==> config.mk <==
export PLATFORM = sky130hd
export DESIGN_NAME = zbt_fifo_ctrl
export DESIGN_NICKNAME = d
export VERILOG_FILES = /design/src/rtl/zbt_fifo_pkg.sv /design/src/rtl/zbt_slot_timer.sv /design/src/rtl/zbt_fifo_ptrs.sv /design/src/rtl/zbt_data_pipe.sv /design/src/rtl/zbt_fifo_ctrl.sv
export SDC_FILE = /design/constraint.sdc
export NUM_CORES = 1
export LEC_CHECK = 0
export ABC_AREA = 1
export CAP_MARGIN = 20
export CORE_MARGIN = 2
export CORE_UTILIZATION = 35
export CTS_BUF_LIST = sky130_fd_sc_hd__clkbuf_8
export CTS_CLUSTER_SIZE = 8
export DETAILED_ROUTE_END_ITERATION = 6
export DONT_BUFFER_PORTS = 1
export HOLD_SLACK_MARGIN = 0.03
export REMOVE_ABC_BUFFERS = 1
export SYNTH_ARGS = -nofsm -noshare
export SYNTH_HDL_FRONTEND = slang
export SYNTH_SLANG_ARGS = --single-unit
==> constraint.sdc <==
create_clock -name clk -period 2.46 [get_ports clk]
set_input_delay 0.246 -clock clk [delete_from_list [all_inputs] [get_ports clk]]
set_output_delay 0.246 -clock clk [all_outputs]
set_load 0.02 [all_outputs]
==> src/rtl/zbt_fifo_pkg.sv <==
package zbt_fifo_pkg;

    // Position inside one queue-rate period; the value is the phase count.
    typedef enum logic [1:0] {
        SLOT_WRITE = 2'd0,   // write command on the bus
        SLOT_GAP0  = 2'd1,   // read command is loaded at the end of this cycle
        SLOT_READ  = 2'd2,   // read command on the bus
        SLOT_GAP1  = 2'd3    // queue-side strobe
    } slot_e;

endpackage

==> src/rtl/zbt_slot_timer.sv <==
module zbt_slot_timer
    import zbt_fifo_pkg::*;
(
    input  logic  clk,
    input  logic  rst,
    output slot_e slot,
    output logic  tick
);
    typedef struct packed {
        logic [1:0] phase;
    } tmr_t;

    tmr_t tmr_d, tmr_q;

    always_comb begin
        tmr_d       = tmr_q;
        tmr_d.phase = tmr_q.phase + 2'd1;
    end

    always_ff @(posedge clk) begin
        if (rst) tmr_q <= '0;
        else     tmr_q <= tmr_d;
    end

    assign slot = slot_e'(tmr_q.phase);
    assign tick = (slot_e'(tmr_q.phase) == SLOT_GAP1);
endmodule

==> src/rtl/zbt_fifo_ptrs.sv <==
module zbt_fifo_ptrs #(
    parameter int AW = 4
) (
    input  logic          clk,
    input  logic          rst,
    input  logic          wr_adv,
    input  logic          rd_adv,
    input  logic          push_ok,
    input  logic          pop_ok,
    output logic [AW-1:0] waddr,
    output logic [AW-1:0] raddr,
    output logic          full,
    output logic          empty,
    output logic [AW:0]   level
);
    localparam int PW = AW + 1;

    typedef struct packed {
        logic [PW-1:0] wptr;
        logic [PW-1:0] rptr;
        logic [PW-1:0] cnt;
    } ptr_t;

    ptr_t ptr_d, ptr_q;

    always_comb begin
        ptr_d = ptr_q;
        if (wr_adv) ptr_d.wptr = ptr_q.wptr + 1'b1;
        if (rd_adv) ptr_d.rptr = ptr_q.rptr + 1'b1;
        if (push_ok && !pop_ok)      ptr_d.cnt = ptr_q.cnt + 1'b1;
        else if (pop_ok && !push_ok) ptr_d.cnt = ptr_q.cnt - 1'b1;
    end

    always_ff @(posedge clk) begin
        if (rst) ptr_q <= '0;
        else     ptr_q <= ptr_d;
    end

    assign waddr = ptr_q.wptr[AW-1:0];
    assign raddr = ptr_q.rptr[AW-1:0];
    assign empty = (ptr_q.wptr == ptr_q.rptr);
    assign full  = (ptr_q.wptr[AW-1:0] == ptr_q.rptr[AW-1:0]) &&
                   (ptr_q.wptr[AW] != ptr_q.rptr[AW]);
    assign level = ptr_q.cnt;
endmodule

==> src/rtl/zbt_data_pipe.sv <==
module zbt_data_pipe #(
    parameter int DW = 16
) (
    input  logic          clk,
    input  logic          rst,
    input  logic          wr_cmd,
    input  logic          rd_cmd,
    input  logic [DW-1:0] wr_word,
    input  logic [DW-1:0] bus_in,
    output logic [DW-1:0] bus_out,
    output logic          bus_oe,
    output logic [DW-1:0] rd_word,
    output logic          rd_valid
);
    localparam int LAT  = 2;   // memory data lag in cycles
    localparam int HOLD = 4;   // cycles per queue-rate period

    typedef struct packed {
        logic [LAT-1:0]         wv;
        logic [LAT-1:0][DW-1:0] wd;
        logic [LAT-1:0]         rv;
        logic [DW-1:0]          rdat;
        logic                   rvld;
        logic [1:0]             hold;
    } pipe_t;

    pipe_t p_d, p_q;

    always_comb begin
        p_d = p_q;
        p_d.wv[0] = wr_cmd;
        p_d.wd[0] = wr_word;
        p_d.rv[0] = rd_cmd;
        for (int i = 1; i < LAT; i++) begin
            p_d.wv[i] = p_q.wv[i-1];
            p_d.wd[i] = p_q.wd[i-1];
            p_d.rv[i] = p_q.rv[i-1];
        end
        if (p_q.rv[LAT-1]) begin
            p_d.rdat = bus_in;
            p_d.rvld = 1'b1;
            p_d.hold = 2'(HOLD - 1);
        end else if (p_q.rvld) begin
            if (p_q.hold == 2'd0) p_d.rvld = 1'b0;
            else                  p_d.hold = p_q.hold - 2'd1;
        end
    end

    always_ff @(posedge clk) begin
        if (rst) p_q <= '0;
        else     p_q <= p_d;
    end

    assign bus_out  = p_q.wd[LAT-1];
    assign bus_oe   = p_q.wv[LAT-1];
    assign rd_word  = p_q.rdat;
    assign rd_valid = p_q.rvld;
endmodule

==> src/rtl/zbt_fifo_ctrl.sv <==
module zbt_fifo_ctrl
    import zbt_fifo_pkg::*;
#(
    parameter int AW = 4,
    parameter int DW = 16
) (
    input  logic          clk,
    input  logic          rst,
    output logic          fifo_tick,
    input  logic          push,
    input  logic [DW-1:0] push_data,
    input  logic          pop,
    output logic [DW-1:0] rd_data,
    output logic          rd_valid,
    output logic          full,
    output logic          empty,
    output logic [AW:0]   level,
    output logic [AW-1:0] sram_addr,
    output logic          sram_we_n,
    output logic          sram_ce_n,
    output logic [DW-1:0] sram_dq_o,
    output logic          sram_dq_oe,
    input  logic [DW-1:0] sram_dq_i
);
    typedef struct packed {
        logic          pop_pend;
        logic [DW-1:0] wbuf;
        logic [AW-1:0] addr;
        logic          we_n;
        logic          ce_n;
    } ctl_t;

    ctl_t  ctl_d, ctl_q;
    slot_e slot;
    logic  tick;
    logic  push_ok, pop_ok, rd_issue;
    logic  [AW-1:0] waddr, raddr;

    zbt_slot_timer u_tmr (
        .clk  (clk),
        .rst  (rst),
        .slot (slot),
        .tick (tick)
    );

    zbt_fifo_ptrs #(.AW(AW)) u_ptrs (
        .clk     (clk),
        .rst     (rst),
        .wr_adv  (push_ok),
        .rd_adv  (rd_issue),
        .push_ok (push_ok),
        .pop_ok  (pop_ok),
        .waddr   (waddr),
        .raddr   (raddr),
        .full    (full),
        .empty   (empty),
        .level   (level)
    );

    always_comb begin
        push_ok  = tick && push && !full;
        pop_ok   = tick && pop && !empty;
        rd_issue = (slot == SLOT_GAP0) && ctl_q.pop_pend;

        ctl_d      = ctl_q;
        ctl_d.ce_n = 1'b1;
        ctl_d.we_n = 1'b1;
        if (push_ok) begin
            ctl_d.wbuf = push_data;
            ctl_d.addr = waddr;
            ctl_d.ce_n = 1'b0;
            ctl_d.we_n = 1'b0;
        end
        if (pop_ok) ctl_d.pop_pend = 1'b1;
        if (rd_issue) begin
            ctl_d.addr     = raddr;
            ctl_d.ce_n     = 1'b0;
            ctl_d.pop_pend = 1'b0;
        end
    end

    always_ff @(posedge clk) begin
        if (rst) begin
            ctl_q      <= '0;
            ctl_q.ce_n <= 1'b1;
            ctl_q.we_n <= 1'b1;
        end else begin
            ctl_q <= ctl_d;
        end
    end

    zbt_data_pipe #(.DW(DW)) u_pipe (
        .clk      (clk),
        .rst      (rst),
        .wr_cmd   (!ctl_q.ce_n && !ctl_q.we_n),
        .rd_cmd   (!ctl_q.ce_n && ctl_q.we_n),
        .wr_word  (ctl_q.wbuf),
        .bus_in   (sram_dq_i),
        .bus_out  (sram_dq_o),
        .bus_oe   (sram_dq_oe),
        .rd_word  (rd_data),
        .rd_valid (rd_valid)
    );

    assign fifo_tick = tick;
    assign sram_addr = ctl_q.addr;
    assign sram_we_n = ctl_q.we_n;
    assign sram_ce_n = ctl_q.ce_n;
endmodule

Yosys cells after proc, flatten, opt, wreduce, memory -nomap -nowiden
Index checks and enable logic that the tools add are counted.
Cells by class
  $add $sub $neg: 6
  eq/ne operators: 6
  mux-type cells: 9
  reduce and logical (&&, ||, !) cells: 22
Operators by type and width (count)
  $add 5x1->5 const B: 3
  $logic_and 1x1->1: 10
  $mux 5: 2
  $logic_not 1->1: 6
  $mux 3: 2
  $mux 6: 1
  $reduce_bool 2->1: 3
  $eq 5x5->1: 1
  $sub 5x1->5 const B: 1
  $eq 4x4->1: 1
  $mux 4: 1
  $add 2x1->2 const B: 1
  $eq 2x1->1 const B: 1
  $eq 2x2->1 const B: 1
  $logic_not 2->1: 1
  $mux 1: 2
  $mux 2: 1
  $ne 2x1->1 const B: 1
  $reduce_and 2->1: 1
  $reduce_or 2->1: 1
  $sub 2x1->2 const B: 1
  $ne 1x1->1: 1
Word-level totals
  register bits after elaboration: 95
  bits of input ports: 36
  output and inout port bits: 48
  word-level logic and storage cells: 59

Longest topological paths before layout
  depth in word-level cells: 8
  gate-level depth with buffers: 19
  gate-level depth less buffers: 17

Modules after synthesis
A second synthesis with hierarchy kept.
Unflattened totals
  cell total of the unflattened synthesis: 492
  area total of the unflattened synthesis: 3916.3 um^2
Modules (own cells, without submodules)
  zbt_data_pipe: instances 1, cells each 233, area an instance 1951.9 um^2, seq. area each 1101.1 um^2
  zbt_fifo_ctrl: instances 1, cells each 131, area an instance 972.2 um^2, seq. area each 460.4 um^2
  zbt_fifo_ptrs: instances 1, cells each 122, area an instance 928.4 um^2, seq. area each 300.3 um^2
  zbt_slot_timer: instances 1, cells each 6, area an instance 63.8 um^2, seq. area each 40.0 um^2

Worst setup path after synthesis
No wires, ideal clock.
  path kind: register to register
  start: reg u_tmr.tmr_q (netlist bit u_tmr.slot[0])
  end: reg u_ptrs.ptr_q (netlist bit u_ptrs.level[4])
  setup time: 0.113 ns
  arrival time: 2.175 ns
  required time: 2.347 ns
  setup slack: 0.172 ns
  cell stages (with the launch flop): 16
  buffers on the path: 1
  clock period less this slack: 2.288 ns
  cell sequence: dfxtp_1 -> ha_1 -> nand2_1 -> inv_1 -> nand2_2 -> buf_6 -> inv_1 -> ha_1 -> inv_1 -> fa_1 -> nand3_1 -> nand2_1 -> a21oi_1 -> o21ai_0 -> nor2_1 -> nor2_1
Between the ends
  cells in the longest elaborated chain, start to end: 6
  elaborated cells on any way between the ends: 11
  classes of those cells: eq/ne (1); mux (1); reduce/logical (9)
Ends and longest elaborated chain
  from (decl): line zbt_slot_timer.sv:13  | tmr_t tmr_d, tmr_q;
  from (signal assigned): line zbt_slot_timer.sv:22  | else tmr_q <= tmr_d;
  $eq 2x2->1 (*): line zbt_slot_timer.sv:26  | assign tick = (slot_e'(tmr_q.phase) == SLOT_GAP1);
  via fifo_tick: line zbt_fifo_ctrl.sv:9  | output logic fifo_tick,
  $logic_and 1x1->1, on equally long branches (2 in series): line zbt_fifo_ctrl.sv:62, zbt_fifo_ctrl.sv:61
  $logic_not 1->1, on equally long branches: line zbt_fifo_ptrs.sv:30, zbt_fifo_ptrs.sv:31
  $logic_and 1x1->1, on equally long branches: line zbt_fifo_ptrs.sv:30, zbt_fifo_ptrs.sv:31
  $mux 5 or $reduce_bool 2->1 (tied branches)
  to (signal assigned): line zbt_fifo_ptrs.sv:36  | else ptr_q <= ptr_d;
  to (decl): line zbt_fifo_ptrs.sv:24  | ptr_t ptr_d, ptr_q;
The timed path passes the listed nets; every way through them passes the cells marked *.
A chain may end at the register's enable or synchronous reset.

Worst setup path in the final report
  start: reg u_ptrs.ptr_q (netlist bit u_ptrs.waddr[0])
  end: reg u_ptrs.ptr_q (netlist bit u_ptrs.level[4])
Between the ends
  cells in the longest elaborated chain, start to end: 7
  elaborated cells on any way between the ends: 13
  classes of those cells: eq/ne (2); mux (1); reduce/logical (10)
Ends and longest elaborated chain
  $eq 4x4->1: line zbt_fifo_ptrs.sv:42  | assign full = (ptr_q.wptr[AW-1:0] == ptr_q.rptr[AW-1:0]) &&
  $logic_and 1x1->1: line zbt_fifo_ptrs.sv:42
  $logic_not 1->1: line zbt_fifo_ctrl.sv:61  | push_ok = tick && push && !full;
  $logic_and 1x1->1: line zbt_fifo_ctrl.sv:61
  $logic_not 1->1: line zbt_fifo_ptrs.sv:31  | else if (pop_ok && !push_ok) ptr_d.cnt = ptr_q.cnt - 1'b1;
  $logic_and 1x1->1: line zbt_fifo_ptrs.sv:31
  $reduce_bool 2->1 (no line)
Parallel ways exist; a longest one is shown, timed or not.

==> summary.md <==
| Metric | Value |
|---|---|
| Run status | `finished, final reports clean` |
| Root Driver | `clkbuf_8` |
| Worst-case reg-to-reg path depth | `17` |
| Mapped Area | `3730 µm²` |
| Dominant cell type by area after synthesis | `dfxtp_1` |
| Unique masters post-synth | `30` |
| Avg WL per Cell | `12.4 µm` |
| Worst-Skew Late Latency | `0.35 ns` |
| Internal | `approximately 2200 µW` |
| Setup crit start kind | `flip-flop` |
| Rows | `37` |
| Clock Sinks | `95` |
| Synthesis-to-layout area growth | `13.3%` |
| Reg2Reg Setup Slack | `0.14 ns` |
| Reg clk slew, reported paths | `around 0.090 ns` |
| Hold WS | `just under 0.05 ns` |
| H-tree levels | `3` |
| Commonest non-fill, non-tap cell in the layout | `dfxtp_1` |
| Worst setup EP type | `flip-flop` |
| Port bufs | `0` |
| Die ar. | `11500 µm²` |
| Crit path time final | `between 2 and 2.5 ns` |
| Seq/Total Area, Yosys | `0.509` |
| Vias in the first global route | `2598` |
| Ant. Diodes | `0` |
| Placed Area | `3540 µm²` |
| Seq pwr share | `0.549` |
| Core area | `10300 µm²` |
| Filler Cell Count | `1040` |
| Syn Area/Cell | `8.15 µm²` |
| Total power | `2890 µW` |
| Nets | `about 500` |
| Switch share | `0.223` |
| Final setup fails | `0` |
| WL final | `7.37 mm` |
| Top_reg_cell synth | `dfxtp_1` |
| Global-route wire length before repair | `12.0 mm` |
| Async SR Flop Fraction | `0` |
| Routability Congestion | `0.791` |
| Num CTS Buffers | `9` |
| WHS Path Cells | `2` |
| Final hold vios | `0` |
| RSZ-0062 raised after global routing | `false` |
| GRT Resource Usage Total | `0.133` |
| Initial Util | `0.362` |
| CTS Buffer Depth | `2` |
| Die height | `107 µm` |
| Antenna violations before repair | `0` |
| Worst-margin pin slew | `0.826 ns` |
| Crit path max-delay cell type | `fa_2` |
| CTS tree | `yes` |
| Peak VDD IR | `between 200 and 250 µV` |
| Data required, critical path | `2.75 ns` |
| Pwr/cell area | `just under 700 nW/µm²` |
| Slew headroom | `0.449` |
| Leakage | `0.00189 µW` |
| Worst r2r src | `u_ptrs.waddr[0]$_SDFFE_PP0N_` |
| Max-cap violation count | `0` |
| Comb pwr share | `0.054` |
| Drt initial violations | `about 180` |
| P_sw | `646 µW` |
| Crit path cell chain | `inv_1 > nand2_1 > nand2_2 > nor2_4 > nand2_1 > or2_4 > nand3_4 > ha_4 > inv_4 > fa_2 > nand3_1 > nand2_2 > a21oi_2 > o21ai_2 > nand2_1 > nand2_1 > nor2_1` |
| Pin count of the biggest net entering global routing | `48` |
| Drt pass-1 iters | `6` |
| Slew Limit Fails | `0` |
| Synth warn | `0` |
| Synthesis-stage register bit count | `between 90 and 100` |
| Critical Path Start | `u_ptrs.waddr[0]$_SDFFE_PP0N_` |
| Io pins | `84` |
| R2R Path End | `u_ptrs.level[4]$_SDFFE_PP0P_` |
| Commonest non-fill, non-tap cells in the layout | `dfxtp_1, nor2_1, inv_1` |
| Clock power share | `0.396` |
| Slowest stage delay, CP | `0.37 ns` |
| Chip width | `between 100 and 150 µm` |
| Worst-path maximum fanout | `6` |
| Worst hold start | `pop` |
| Ranking of synthesized cells by area | `dfxtp_1, buf_4, nor2_1, inv_1, nand2_1` |
| WS Path Type | `reg2reg` |
| HPWL Detailed | `~4.5 mm` |
| Design area | `~4200 µm²` |
| Tcrit/Tclk final | `0.943` |
| Top cell type's share of synthesized area | `0.509` |
| Hold crit path type | `in2reg` |
| Max Freq | `approximately 0.43 GHz` |
| Synth Instances | `approximately 460` |
| CP most frequent cell | `nand2_1` |
| TNS Setup | `0 ns` |
| DRC | `0` |
| Post-synth EDFFs | `0` |
| Hold Path End | `ctl_q[22]$_SDFFE_PP0P_` |
| Post-Route Skew | `~0.012 ns` |
| DRT antenna net count | `0` |
| Vias per inst | `4.44` |
| Total gr overflow | `0` |
| Vias | `2636` |
| WP data arrival | `2.61 ns` |
| Share of cells above drive strength 1 | `0.118` |
-- how the worst max path moves through the flow --
| stage | to | slack [ns] |
|---|---|---|
| after floorplan | u_ptrs.level[4]$_SDFFE_PP0P_ | -0.03 |
| after global placement | u_ptrs.level[4]$_SDFFE_PP0P_ | 0.07 |
| after detailed placement | u_ptrs.level[4]$_SDFFE_PP0P_ | -0.09 |
| after CTS | u_ptrs.level[4]$_SDFFE_PP0P_ | 0.01 |
| after global routing | u_ptrs.level[4]$_SDFFE_PP0P_ | 0.005 |
| final | u_ptrs.level[4]$_SDFFE_PP0P_ | 0.14 |
-- cell usage after synthesis (2+ instances only) --
| library cell | n |
|---|---|
| buf_1 | 4 |
| a21oi_2 | 2 |
| o22ai_1 | 16 |
| dfxtp_1 | 95 |
| buf_2 | 2 |
| o21ai_0 | 27 |
| nand2_1 | 43 |
| inv_1 | 76 |
| clkbuf_1 | 8 |
| xor2_1 | 6 |
| inv_2 | 2 |
| nand3_1 | 14 |
| nor3_1 | 4 |
| ha_1 | 9 |
| nor2_1 | 80 |
| a21oi_1 | 13 |
| nor2_2 | 2 |
| buf_4 | 43 |
-- metrics by stage --
step | utilization | cells | setup slack (ns)
global placement | 0.343 | 541 | 0.0660
global route | 0.410 | 594 | 0.00536
floorplan | - | 399 | -0.0254
CTS | 0.402 | 591 | 0.0114
finish | 0.410 | 594 | 0.141
detailed placement | 0.343 | 541 | -0.0907
-- metal layers --
metal / vias up / GRT usage / share of wire
li1: 1352 / - / -
met1: 1216 / 0.162 / 0.45
met2: 56 / 0.222 / 0.48
met3: 12 / 0.0381 / 0.051
met4: 0 / 0.0519 / 0.018
met5: - / 0 / 0
-- worst max-delay path: cells and delay by family, from the launching register on --
family | cells | cell delay [ns]
flops | 1 | 0.36
simple gates | 11 | 1.05
compound gates | 2 | 0.22
buf+inv | 2 | 0.12
fa+ha+maj | 2 | 0.51
-- layout make-up --
cell class	instances	area [µm²]	share of cell area
inverter	79	299	0.0707
multi-input combinational	225	1200	0.284
sequential	95	1920	0.453
timing repair buffer	43	418	0.0988
tap	136	170	0.0402
clock inverter	6	91.3	0.0216
clock buffer	10	138	0.0325
-- power groups by stage --
stage | Combinational, µW | Sequential, µW | Clock [µW]
detailed placement | 82.0 | 1630 | 0
global route | 177 | 1590 | 1260
floorplan | 63.6 | 1620 | 0
CTS | 146 | 1590 | 1200
finish | 157 | 1590 | 1150
global placement | 78.9 | 1620 | 0
-- repair_timing --
action	in CTS	in global routing
hold buffers	34	0
endpoints found under the hold margin	79	0
setup buffers	0	3
gates resized for setup	7	20
setup endpoints to repair	2	3
pin swaps	0	5
-- state kept, by name (all words and copies together) (netlist names) --
name	count
u_ptrs.waddr	4
ctl_q	17
sram_ce_n	1
u_pipe.p_d	18
u_ptrs.raddr	4
u_ptrs.level	5
u_pipe.p_q	3
sram_addr	4
sram_we_n	1
u_pipe.rd_valid	1
u_ptrs.ptr_q	2
u_pipe.bus_oe	1
u_pipe.bus_out	16
u_pipe.rd_word	16
u_tmr.slot	2
-- cell families (layout without fill, tap and decap cells) --
family	Yosys count	count (layout)	synth area share
AO/OA/AOI/OAI	59	59	0.0874
XOR/XNOR	7	7	0.0164
adder cells (fa/ha/maj)	10	10	0.0355
buffers and inverters	138	138	0.189
flip-flops	95	95	0.509
AND/OR/NAND/NOR	149	149	0.162
No activity file was read; power rests on OpenSTA's default activity.
